File: config.mk
export PLATFORM = sky130hd
export DESIGN_NAME = tmr_channel
export DESIGN_NICKNAME = d
export VERILOG_FILES = /design/src/rtl/tmr_pkg.sv /design/src/rtl/tmr_tick_gen.sv /design/src/rtl/tmr_count_core.sv /design/src/rtl/tmr_match_wave.sv /design/src/rtl/tmr_channel.sv
export SDC_FILE = /design/constraint.sdc
export NUM_CORES = 1
export LEC_CHECK = 0
export CAP_MARGIN = 20
export CELL_PAD_IN_SITES_DETAIL_PLACEMENT = 1
export CELL_PAD_IN_SITES_GLOBAL_PLACEMENT = 1
export CORE_MARGIN = 3
export CORE_UTILIZATION = 32
export DETAILED_ROUTE_END_ITERATION = 12
export PLACE_DENSITY = 0.59
export REMOVE_ABC_BUFFERS = 1
export SLEW_MARGIN = 20
export SYNTH_ARGS = -nofsm -noshare
export SYNTH_HDL_FRONTEND = slang
export SYNTH_SLANG_ARGS = --single-unit
File: constraint.sdc
create_clock -name clk -period 4.7 [get_ports clk]
set_clock_uncertainty 0.15 [all_clocks]
set_input_delay 1.175 -clock clk [delete_from_list [all_inputs] [get_ports clk]]
set_output_delay 1.175 -clock clk [all_outputs]
set_load 0.005 [all_outputs]
File: src/rtl/tmr_pkg.sv
package tmr_pkg;
    localparam int NMATCH = 3;
    localparam int STW    = 6;
    localparam int ADR_CLK  = 0;
    localparam int ADR_CNT  = 1;
    localparam int ADR_VAL  = 2;
    localparam int ADR_IVL  = 3;
    localparam int ADR_MT0  = 4;
    localparam int ADR_STAT = 7;
    localparam int ADR_IEN  = 8;
    // count control bit positions
    localparam int CC_DIS  = 0;
    localparam int CC_IVL  = 1;
    localparam int CC_DOWN = 2;
    localparam int CC_MEN  = 3;
    localparam int CC_RST  = 4;
    localparam int CC_WOFF = 5;
    localparam int CC_POL  = 6;
    localparam logic [6:0] CNT_RESET = 7'h21;
    // status bit positions
    localparam int ST_IVL = 0;
    localparam int ST_OVF = 4;
endpackage

File: src/rtl/tmr_tick_gen.sv
module tmr_tick_gen #(
    parameter int SYNC = 2,
    parameter int PSW  = 4
) (
    input  logic           clk,
    input  logic           rst_n,
    input  logic           ext_in,
    input  logic           src_ext,
    input  logic           fall_sel,
    input  logic           pre_en,
    input  logic [PSW-1:0] pre_sel,
    input  logic           restart,
    output logic           adv_o
);
    localparam int DIVW = (1 << PSW) + 1;

    typedef struct packed {
        logic [SYNC:0]     sync;
        logic [DIVW-1:0]   div;
    } tick_st_t;

    tick_st_t st_d, st_q;
    logic src_tick, ext_rise, ext_fall;
    logic [DIVW-1:0] limit;

    always_comb begin
        st_d      = st_q;
        st_d.sync = {st_q.sync[SYNC-1:0], ext_in};
        ext_rise  = st_q.sync[SYNC-1] & ~st_q.sync[SYNC];
        ext_fall  = ~st_q.sync[SYNC-1] & st_q.sync[SYNC];
        src_tick  = src_ext ? (fall_sel ? ext_fall : ext_rise) : 1'b1;
        limit     = (DIVW'(1) << ({1'b0, pre_sel} + (PSW+1)'(1))) - DIVW'(1);
        adv_o     = 1'b0;
        if (restart) begin
            st_d.div = '0;
        end else if (src_tick) begin
            if (!pre_en) begin
                adv_o = 1'b1;
            end else if (st_q.div >= limit) begin
                adv_o    = 1'b1;
                st_d.div = '0;
            end else begin
                st_d.div = st_q.div + DIVW'(1);
            end
        end
    end

    always_ff @(posedge clk or negedge rst_n) begin
        if (!rst_n) st_q <= '0;
        else        st_q <= st_d;
    end


    adv_needs_src_chk: assert property (@(posedge clk) disable iff (!rst_n)
        adv_o |-> src_tick);

    div_restart_chk: assert property (@(posedge clk) disable iff (!rst_n)
        restart |=> (st_q.div == '0));
endmodule

File: src/rtl/tmr_count_core.sv
module tmr_count_core #(
    parameter int CW = 16
) (
    input  logic          clk,
    input  logic          rst_n,
    input  logic          adv,
    input  logic          hold,
    input  logic          restart,
    input  logic          ivl_mode,
    input  logic          down,
    input  logic [CW-1:0] ival,
    output logic [CW-1:0] cnt_o,
    output logic [CW-1:0] cnt_nxt,
    output logic          step_o,
    output logic          wrap_o
);
    logic [CW-1:0] cnt_d, cnt_q;
    logic at_end;

    always_comb begin
        step_o = adv & ~hold & ~restart;
        if (down)          at_end = (cnt_q == '0);
        else if (ivl_mode) at_end = (cnt_q == ival);
        else               at_end = (cnt_q == '1);
        if (!down)         cnt_nxt = at_end ? '0 : cnt_q + CW'(1);
        else if (at_end)   cnt_nxt = ivl_mode ? ival : '1;
        else               cnt_nxt = cnt_q - CW'(1);
        wrap_o = step_o & at_end;
        if (restart)       cnt_d = '0;
        else if (step_o)   cnt_d = cnt_nxt;
        else               cnt_d = cnt_q;
    end

    always_ff @(posedge clk or negedge rst_n) begin
        if (!rst_n) cnt_q <= '0;
        else        cnt_q <= cnt_d;
    end

    assign cnt_o = cnt_q;


    hold_stable_chk: assert property (@(posedge clk) disable iff (!rst_n)
        (hold && !restart) |=> $stable(cnt_q));

    restart_zero_chk: assert property (@(posedge clk) disable iff (!rst_n)
        restart |=> (cnt_q == '0));

    ivl_return_chk: assert property (@(posedge clk) disable iff (!rst_n)
        (step_o && ivl_mode && !down && cnt_q == ival) |=> (cnt_q == '0));
endmodule

File: src/rtl/tmr_match_wave.sv
module tmr_match_wave #(
    parameter int CW = 16,
    parameter int NM = 3
) (
    input  logic                   clk,
    input  logic                   rst_n,
    input  logic                   step,
    input  logic [CW-1:0]          cnt_nxt,
    input  logic [NM-1:0][CW-1:0]  mval,
    input  logic                   wrap,
    input  logic                   restart,
    input  logic                   pol,
    input  logic                   wave_off,
    output logic [NM-1:0]          hit_o,
    output logic                   wave_o
);
    logic act_d, act_q;

    for (genvar g = 0; g < NM; g++) begin : g_cmp
        assign hit_o[g] = step & (cnt_nxt == mval[g]);
    end

    always_comb begin
        act_d = act_q;
        if (restart)       act_d = 1'b0;
        else if (hit_o[0]) act_d = 1'b1;
        else if (wrap)     act_d = 1'b0;
        wave_o = wave_off ? 1'b0 : ~(act_q ^ pol);
    end

    always_ff @(posedge clk or negedge rst_n) begin
        if (!rst_n) act_q <= 1'b0;
        else        act_q <= act_d;
    end


    act_on_match_chk: assert property (@(posedge clk) disable iff (!rst_n)
        hit_o[0] |=> act_q);

    hit_needs_step_chk: assert property (@(posedge clk) disable iff (!rst_n)
        (|hit_o) |-> step);
endmodule

File: src/rtl/tmr_channel.sv
module tmr_channel
    import tmr_pkg::*;
#(
    parameter int CW   = 16,
    parameter int AW   = 4,
    parameter int PSW  = 4,
    parameter int SYNC = 2
) (
    input  logic          clk,
    input  logic          rst_n,
    input  logic          ext_clk,
    input  logic [AW-1:0] bus_addr,
    input  logic          bus_we,
    input  logic          bus_re,
    input  logic [CW-1:0] bus_wdata,
    output logic [CW-1:0] bus_rdata,
    output logic          wave_o,
    output logic          irq_o
);
    localparam int NM = NMATCH;

    typedef struct packed {
        logic [6:0]               clk_cfg;
        logic [6:0]               cnt_cfg;
        logic                     restart;
        logic [CW-1:0]            ival;
        logic [NM-1:0][CW-1:0]    mval;
        logic [STW-1:0]           stat;
        logic [STW-1:0]           ien;
    } regs_t;

    regs_t r_d, r_q;
    logic adv, step, wrap;
    logic [CW-1:0] cnt, cnt_nxt;
    logic [NM-1:0] hit;
    logic [STW-1:0] st_set;
    logic st_clr;

    tmr_tick_gen #(.SYNC(SYNC), .PSW(PSW)) u_tick (
        .clk(clk), .rst_n(rst_n), .ext_in(ext_clk),
        .src_ext(r_q.clk_cfg[5]), .fall_sel(r_q.clk_cfg[6]),
        .pre_en(r_q.clk_cfg[0]), .pre_sel(r_q.clk_cfg[PSW:1]),
        .restart(r_q.restart), .adv_o(adv)
    );

    tmr_count_core #(.CW(CW)) u_core (
        .clk(clk), .rst_n(rst_n), .adv(adv), .hold(r_q.cnt_cfg[CC_DIS]),
        .restart(r_q.restart), .ivl_mode(r_q.cnt_cfg[CC_IVL]),
        .down(r_q.cnt_cfg[CC_DOWN]), .ival(r_q.ival),
        .cnt_o(cnt), .cnt_nxt(cnt_nxt), .step_o(step), .wrap_o(wrap)
    );

    tmr_match_wave #(.CW(CW), .NM(NM)) u_wave (
        .clk(clk), .rst_n(rst_n), .step(step), .cnt_nxt(cnt_nxt),
        .mval(r_q.mval), .wrap(wrap), .restart(r_q.restart),
        .pol(r_q.cnt_cfg[CC_POL]), .wave_off(r_q.cnt_cfg[CC_WOFF]),
        .hit_o(hit), .wave_o(wave_o)
    );

    always_comb begin
        r_d         = r_q;
        r_d.restart = 1'b0;
        if (bus_we) begin
            if (bus_addr == AW'(ADR_CLK)) r_d.clk_cfg = bus_wdata[6:0];
            if (bus_addr == AW'(ADR_CNT)) begin
                r_d.cnt_cfg         = bus_wdata[6:0];
                r_d.cnt_cfg[CC_RST] = 1'b0;
                r_d.restart         = bus_wdata[CC_RST];
            end
            if (bus_addr == AW'(ADR_IVL)) r_d.ival = bus_wdata;
            for (int i = 0; i < NM; i++)
                if (bus_addr == AW'(ADR_MT0 + i)) r_d.mval[i] = bus_wdata;
            if (bus_addr == AW'(ADR_IEN)) r_d.ien = bus_wdata[STW-1:0];
        end
        st_set = '0;
        st_set[ST_IVL]  = wrap & r_q.cnt_cfg[CC_IVL];
        st_set[ST_OVF]  = wrap & ~r_q.cnt_cfg[CC_IVL];
        st_set[NM:1]    = hit & {NM{r_q.cnt_cfg[CC_MEN]}};
        st_clr   = bus_re & (bus_addr == AW'(ADR_STAT));
        r_d.stat = (st_clr ? '0 : r_q.stat) | st_set;
    end

    always_ff @(posedge clk or negedge rst_n) begin
        if (!rst_n) begin
            r_q         <= '0;
            r_q.cnt_cfg <= CNT_RESET;
        end else begin
            r_q <= r_d;
        end
    end

    always_comb begin
        bus_rdata = '0;
        if (bus_addr == AW'(ADR_CLK))  bus_rdata = CW'(r_q.clk_cfg);
        if (bus_addr == AW'(ADR_CNT))
            bus_rdata = CW'({r_q.cnt_cfg[6:5], r_q.restart, r_q.cnt_cfg[3:0]});
        if (bus_addr == AW'(ADR_VAL))  bus_rdata = cnt;
        if (bus_addr == AW'(ADR_IVL))  bus_rdata = r_q.ival;
        for (int i = 0; i < NM; i++)
            if (bus_addr == AW'(ADR_MT0 + i)) bus_rdata = r_q.mval[i];
        if (bus_addr == AW'(ADR_STAT)) bus_rdata = CW'(r_q.stat);
        if (bus_addr == AW'(ADR_IEN))  bus_rdata = CW'(r_q.ien);
    end

    assign irq_o = |(r_q.stat & r_q.ien);


    restart_selfclr_chk: assert property (@(posedge clk) disable iff (!rst_n)
        (r_q.restart && !(bus_we && bus_addr == AW'(ADR_CNT) && bus_wdata[CC_RST]))
        |=> !r_q.restart);

    stat_sticky_chk: assert property (@(posedge clk) disable iff (!rst_n)
        !(bus_re && bus_addr == AW'(ADR_STAT))
        |=> ((r_q.stat & $past(r_q.stat)) == $past(r_q.stat)));

    stat_top_zero_chk: assert property (@(posedge clk) disable iff (!rst_n)
        !r_q.stat[STW-1]);
endmodule

After elaboration in Yosys (flattened, before gate mapping)
Index checks and enable logic that the tools add are counted.
{"block": "classes", "bitwise_logic": 21, "n_eq_ne": 13, "addsub": 5, "n_reduce_logical": 15, "shifts": 1, "mux": 38, "n_lt_le_gt_ge": 1}
{"operator": "16-bit two-way mux", "count": 17}
{"operator": "17-bit two-way mux", "count": 4}
{"operator": "65-bit two-way mux", "count": 1}
{"operator": "16-bit equality test", "count": 4}
{"operator": "17-bit by 1-bit adder with 17-bit output (second input constant)", "count": 1}
{"operator": "17-bit greater-or-equal comparator", "count": 1}
{"operator": "1-bit by 5-bit left shift with 17-bit output (first input constant)", "count": 1}
{"operator": "17-bit by 2-bit subtractor with 17-bit output (second input constant)", "count": 1}
{"operator": "16-bit by 1-bit adder with 16-bit output (second input constant)", "count": 1}
{"operator": "16-bit equality test (second input constant)", "count": 1}
{"operator": "4-bit by 3-bit equality test with 1-bit output (second input constant)", "count": 4}
{"operator": "16-bit zero test", "count": 1}
{"operator": "2-bit AND reduction", "count": 8}
{"operator": "16-bit by 1-bit subtractor with 16-bit output (second input constant)", "count": 1}
{"operator": "7-bit two-way mux", "count": 2}
{"operator": "1-bit two-way mux", "count": 13}
{"operator": "1-bit bitwise AND", "count": 11}
{"operator": "4-bit by 2-bit equality test with 1-bit output (second input constant)", "count": 2}
{"operator": "6-bit bitwise AND", "count": 1}
{"operator": "6-bit two-way mux", "count": 1}
{"operator": "1-bit NOT", "count": 6}
{"operator": "6-bit by 5-bit OR with 6-bit output", "count": 1}
{"operator": "2-bit nonzero test", "count": 3}
{"operator": "6-bit OR reduction", "count": 1}
{"operator": "other kinds (7)", "count": 7}
{"block": "word_totals", "in_bits": 25, "register_bits": 127, "output_inout_bits": 18, "elab_cells": 107}

Longest topological paths before layout
{"block": "logic_depth", "word_depth": 14, "depth_mapped": 22, "depth_no_buf": 19}

Cells and area by module
Synthesis repeated with hierarchy kept, for this count alone.
{"block": "hier_totals", "cells_unflattened": 918, "hier_area_um2": 8958.6}
{"module": "tmr_channel", "instances": 1, "cells_each": 351, "seq_area_each_um2": 2229.6, "area_each_um2": 4478.0}
{"module": "tmr_count_core", "instances": 1, "cells_each": 297, "seq_area_each_um2": 400.4, "area_each_um2": 2209.6}
{"module": "tmr_tick_gen", "instances": 1, "cells_each": 192, "seq_area_each_um2": 500.5, "area_each_um2": 1627.8}
{"module": "tmr_match_wave", "instances": 1, "cells_each": 78, "seq_area_each_um2": 25.0, "area_each_um2": 643.1}

Least setup slack after synthesis
Ideal clock, no wire load.
{"block": "synth_timing", "kind": "register -> register", "startpoint": "register r_q[85] (netlist name)", "endpoint": "register u_wave.act_q", "slack_ps": 380, "arrival_ps": 4050, "setup_time_ps": 120, "required_time_ps": 4430, "period_less_slack_ps": 4320, "path_buffers": 3, "stages_incl_launch_ff": 21, "path_cell_list": "dfrtp_1 clkbuf_1 or2_2 clkbuf_1 nand2b_1 ha_1 clkbuf_1 nor2b_1 nor3b_1 a21oi_1 ha_1 nand3_1 nor4_1 a2111oi_0 nor2_1 nor4_1 a21oi_1 o2111a_1 or4b_1 nor4_2 a31o_2"}
{"block": "synth_via", "elab_chain_len": 13, "word_cells_on_any_way": 15, "classes_between": "2 x add/sub; 1 x order compare; 1 x shift; 6 x mux; 4 x bitwise; 1 x reduce/logical"}
{"element": "start, declared", "line": "tmr_channel.sv:32", "text": "regs_t r_d, r_q;"}
{"element": "start signal, assigned", "line": "tmr_channel.sv:88", "text": "r_q <= r_d;"}
{"element": "4-bit by 1-bit adder with 5-bit output (*)", "line": "tmr_tick_gen.sv:32", "text": "limit = (DIVW'(1) << ({1'b0, pre_sel} + (PSW+1)'(1))) - DIVW'(1);"}
{"element": "1-bit by 5-bit left shift with 17-bit output (*)", "line": "tmr_tick_gen.sv:32"}
{"element": "17-bit by 2-bit subtractor with 17-bit output (*)", "line": "tmr_tick_gen.sv:32"}
{"element": "17-bit greater-or-equal comparator (*)", "line": "tmr_tick_gen.sv:39", "text": "end else if (st_q.div >= limit) begin"}
{"element": "1-bit two-way mux (*)", "line": "tmr_tick_gen.sv:39"}
{"element": "1-bit two-way mux (*)", "line": "tmr_tick_gen.sv:37", "text": "if (!pre_en) begin"}
{"element": "1-bit two-way mux (*)", "line": "tmr_tick_gen.sv:36", "text": "end else if (src_tick) begin"}
{"element": "1-bit two-way mux (*)", "line": "tmr_tick_gen.sv:34", "text": "if (restart) begin"}
{"element": "1-bit bitwise AND (*) (2 in a row)", "line": "tmr_count_core.sv:21", "text": "step_o = adv & ~hold & ~restart;"}
{"element": "1-bit bitwise AND", "line": "tmr_match_wave.sv:20", "text": "assign hit_o[g] = step & (cnt_nxt == mval[g]);"}
{"element": "1-bit two-way mux", "line": "tmr_match_wave.sv:26", "text": "else if (hit_o[0]) act_d = 1'b1;"}
{"element": "1-bit two-way mux", "line": "tmr_match_wave.sv:25", "text": "if (restart) act_d = 1'b0;"}
{"element": "end signal, assigned", "line": "tmr_match_wave.sv:33", "text": "else act_q <= act_d;"}
{"element": "end, declared", "line": "tmr_match_wave.sv:17", "text": "logic act_d, act_q;"}
Every way passes the cells marked *; elsewhere a longest branch is shown, timed or not.
A chain may end at the register's enable or synchronous reset.

Worst setup path in the final report
{"block": "layout_timing", "startpoint": "input port bus_addr[3]", "endpoint": "output port bus_rdata[6]"}
{"block": "layout_via", "elab_chain_len": 10, "word_cells_on_any_way": 18, "classes_between": "8 x eq/ne; 9 x mux; 1 x reduce/logical"}
{"element": "start, declared", "line": "tmr_channel.sv:12", "text": "input logic [AW-1:0] bus_addr,"}
{"element": "4-bit zero test", "line": "tmr_channel.sv:94", "text": "if (bus_addr == AW'(ADR_CLK)) bus_rdata = CW'(r_q.clk_cfg);"}
{"element": "7-bit two-way mux", "line": "tmr_channel.sv:94"}
{"element": "7-bit two-way mux", "line": "tmr_channel.sv:95", "text": "if (bus_addr == AW'(ADR_CNT))"}
{"element": "16-bit two-way mux", "line": "tmr_channel.sv:97", "text": "if (bus_addr == AW'(ADR_VAL)) bus_rdata = cnt;"}
{"element": "16-bit two-way mux", "line": "tmr_channel.sv:98", "text": "if (bus_addr == AW'(ADR_IVL)) bus_rdata = r_q.ival;"}
{"element": "16-bit two-way mux (3 in a row)", "line": "tmr_channel.sv:100", "text": "if (bus_addr == AW'(ADR_MT0 + i)) bus_rdata = r_q.mval[i];"}
{"element": "16-bit two-way mux", "line": "tmr_channel.sv:101", "text": "if (bus_addr == AW'(ADR_STAT)) bus_rdata = CW'(r_q.stat);"}
{"element": "16-bit two-way mux (*)", "line": "tmr_channel.sv:102", "text": "if (bus_addr == AW'(ADR_IEN)) bus_rdata = CW'(r_q.ien);"}
{"element": "end, declared", "line": "tmr_channel.sv:16", "text": "output logic [CW-1:0] bus_rdata,"}
Marks and branches as above.

==> results.md <==
- Largest family of logic cells by synthesized area: simple AND/OR/NAND/NOR gates
- Peak supply drop: 0.000250 V
- Pleak: 4.30 nW
- CTS Buffer Depth: 2
- Worst-skew pair later-pin latency: 0.44 ns
- First-pass DRT Iterations: 5
- Root Driver: clkbuf_16
- Status: finished, final reports clean
- Post-synthesis sequential area ratio: 36.5%
- DPL Wire Length: 23.8 mm
- FF-to-FF Start: r_q[86]
- Critical Path Sink: bus_rdata[6]
- Setup crit end kind: primary output
- Least-Margin Pin Slew: 1.03 ns
- Grt total ovfl: 0
- Area delta synth->final: 19.8%
- Post-Synth Adder-Cell Area: 3.04%
- PwrDens: 514 nW/um^2
- Post-route minimum period: 4.59 ns
- Vert. Die Dim: 170 um
- Clk slew on worst S/H paths: 0.06 ns
- Hold Path Class: flip-flop to flip-flop
- CP Launch Point: bus_addr[3]
- Max-Cap Viols: 0
- Post-synth ARST share: 100%
- Crit path launch type: input port
- RSZ-0062 raised after global routing: no
- Largest net degree at the start of global routing: 68
- TNS Setup: 0 ns
- Final core occ: 39.4%
- Synth cell types: 74
- Fin cells: 1368
- Hold Path Depth: 0
- Die ar.: 29000 um^2
- CORE AREA: 26300 um^2
- Final hold violation count: 0
- Final setup viols: 0
- Inserted Diodes: 0
- Fmax: 218 MHz
- Post-synth EDFFs: 0
- Slew Viols, Final: 0
- Final period util: 97.6%
- Antenna violations before repair: 0
- Synth warn: 0
- Hold path start: u_tick.st_d[18]
- CP max-delay cell: clkdlybuf4s50_1
- Worst R2R End: r_q[9]
- Post-synthesis cell count: 968
- Synth top area cells: dfrtp_1, mux2_2, nand2_1
- Synth Area in Simple Gates: 19.4%
- IO buf count: 42
- Seq cells post-synth: 126
- Slew margin rel.: 30.3%
- Die width: 170 um
- CTS tree: done
- Cell count after placement: 1333
- Yosys top cell area share: 35.9%
- Vias per cell: 5.74
- Share of layout cells above drive strength 1: 19.9%
- Initial Util: 32.9%
- Most common cell on crit path: clkdlybuf4s50_1
- WHS: 0.207 ns
- Num CTS Buffers: 17
- FF-to-FF setup slack: 0.39 ns
- Post-synth top area cell: dfrtp_1
- FF-to-FF path depth: 18
- Site Rows: 59
- H-tree depth: 4
- Fraction of synthesized area in multiplexers: 11.6%
- CP peak stage delay: 0.49 ns
- Max FO, Critical Path: 5
- CP arrival: 3.26 ns
- Final WL: 32.3 mm
- # IOs: 43
- Vias in the first global route: 8119
- Avg WL per Cell: 23.6 um
- TritonCTS Sinks: 126
- Total power: 0.00532 W
- DRC viols: 0
- GRT Total Usage: 22.8%
- Post-route ant nets: 0
- Top_reg_cell synth: dfrtp_1
- Routability cong.: 0.915
- First-pass GRT wire length: 50.4 mm
- Initial DRC Count: 674
- Syn avg cell area: 8.93 um^2
- Final #Nets: 1066
- CP Class: input port to primary output
- Worst-path cell chain: clkdlybuf4s50_1 -> or2_4 -> nor2_4 -> a22o_1 -> nor3_1 -> nor4_2 -> buf_4 -> clkdlybuf4s50_1
- Vias: 7851
- Mapped cell area: 8650 um^2
- Synth Area in XOR/XNOR: 8.10%
- Required time of the critical path: 3.38 ns
- Compound-gate portion of the synthesized area: 17.4%
-- repair_timing --
action | CTS | global route
pin swaps | 1 | 1
buffers inserted | 3 | 0
gates resized for setup | 13 | 6
hold buffers | 0 | 0
endpoints found under the setup margin | 2 | 5
-- power breakdown --
| part | total, W | internal (W) | switching (W) |
|---|---|---|---|
| sequential | 0.00179 | 0.00133 | 0.000459 |
| clock | 0.00140 | 0.000815 | 0.000588 |
| combinational | 0.00213 | 0.000930 | 0.00120 |
| total | 0.00532 | 0.00307 | 0.00225 |
-- registers in the layout, summed over array words and instances, names as in the netlist --
register / flops
u_core.cnt_o: 16
u_wave.act_q: 1
r_q: 89
u_tick.st_d: 2
u_tick.st_q: 18
-- cell families after synthesis --
logic type | count (synthesis)
flops | 126
buf+inv | 84
mux | 90
xor+xnor | 80
other cells | 1
compound gates | 222
fa+ha+maj | 21
simple gates | 344
-- Yosys cell counts (4+ instances only) --
library cell and instances:
o21ai_0 56, nor2_1 85, and3_1 7, a21oi_1 40, o22ai_1 10, nand2b_1 9, nor2b_1 7, mux2_2 84
a22o_1 5, nor3_1 16, buf_2 10, a222oi_1 12, xnor2_1 42, nand2_1 114, or2_2 5, o2111ai_1 4
ha_1 21, a31o_2 5, clkbuf_1 44, dfrtp_1 124, nor4_1 10, and2_1 6, o211ai_1 5, nand4_1 20
a211oi_1 4, nand3_1 31, mux2i_1 6, a22oi_1 22, o21ai_1 5, a32oi_1 4, a31oi_1 9, buf_1 6
inv_1 21, o31ai_1 10, or3_1 5, a21o_1 4, xor2_1 38
-- worst min-delay path by stage --
stage / to
after global routing: u_tick.st_d[19]
after CTS: u_tick.st_d[19]
after floorplan: u_tick.st_d[19]
final: u_tick.st_d[19]
after global placement: u_tick.st_d[19]
after detailed placement: u_tick.st_d[19]
-- layer usage --
| layer | vias up | global-route usage [%] | part of all wire, % |
|---|---|---|---|
| met5 | - | 0 | 0 |
| met2 | 160 | 37.8 | 48 |
| met3 | 28 | 3.11 | 3.8 |
| met4 | 0 | 4.62 | 1.4 |
| li1 | 3633 | - | - |
| met1 | 4030 | 32.0 | 47 |
-- final cells by class --
type	instances	area (um^2)
fill	3049	15900
multi-input combinational	759	5230
sequential	126	3160
timing repair buffer	94	858
clock buffer	18	439
tap	335	419
clock inverter	14	168
inverter	22	82.6
-- through the flow --
step,worst slack [ns],cell area (um^2)
floorplan,-0.138,8400
global placement,-0.240,9660
detailed placement,-0.238,9660
CTS,0.00251,10300
global route,0.0250,10400
finish,0.111,10400
-- placed cells by master (no fill, tap or decap), types with 5 or more instances in the layout --
| master | instances |
|---|---|
| dfrtp_1 | 124 |
| nand2_1 | 114 |
| mux2_2 | 84 |
| nor2_1 | 82 |
| o21ai_0 | 56 |
| buf_4 | 48 |
| xnor2_1 | 42 |
| a21oi_1 | 38 |
| xor2_1 | 38 |
| clkdlybuf4s50_1 | 38 |
| nand3_1 | 31 |
| a22oi_1 | 22 |
| inv_1 | 21 |
| nand4_1 | 20 |
| ha_1 | 20 |
| clkbuf_16 | 17 |
| nor3_1 | 15 |
| a222oi_1 | 12 |
| o31ai_1 | 10 |
| o22ai_1 | 10 |
| nor4_1 | 9 |
| a31oi_1 | 9 |
| nand2b_1 | 8 |
| and3_1 | 7 |
| inv_6 | 7 |
| and2_1 | 6 |
| mux2i_1 | 6 |
| a22o_1 | 5 |
| or3_1 | 5 |
| nor2b_1 | 5 |
| o21ai_1 | 5 |
| o211ai_1 | 5 |
| a31o_2 | 5 |
-- worst max-delay path: cells and delay by family --
kind                   cells  cell delay [ns]
AOI/OAI and AO/OA          1             0.17
buffers and inverters      3             1.14
and+or+nand+nor            4             0.78
No activity file was read; power rests on OpenSTA's default activity.
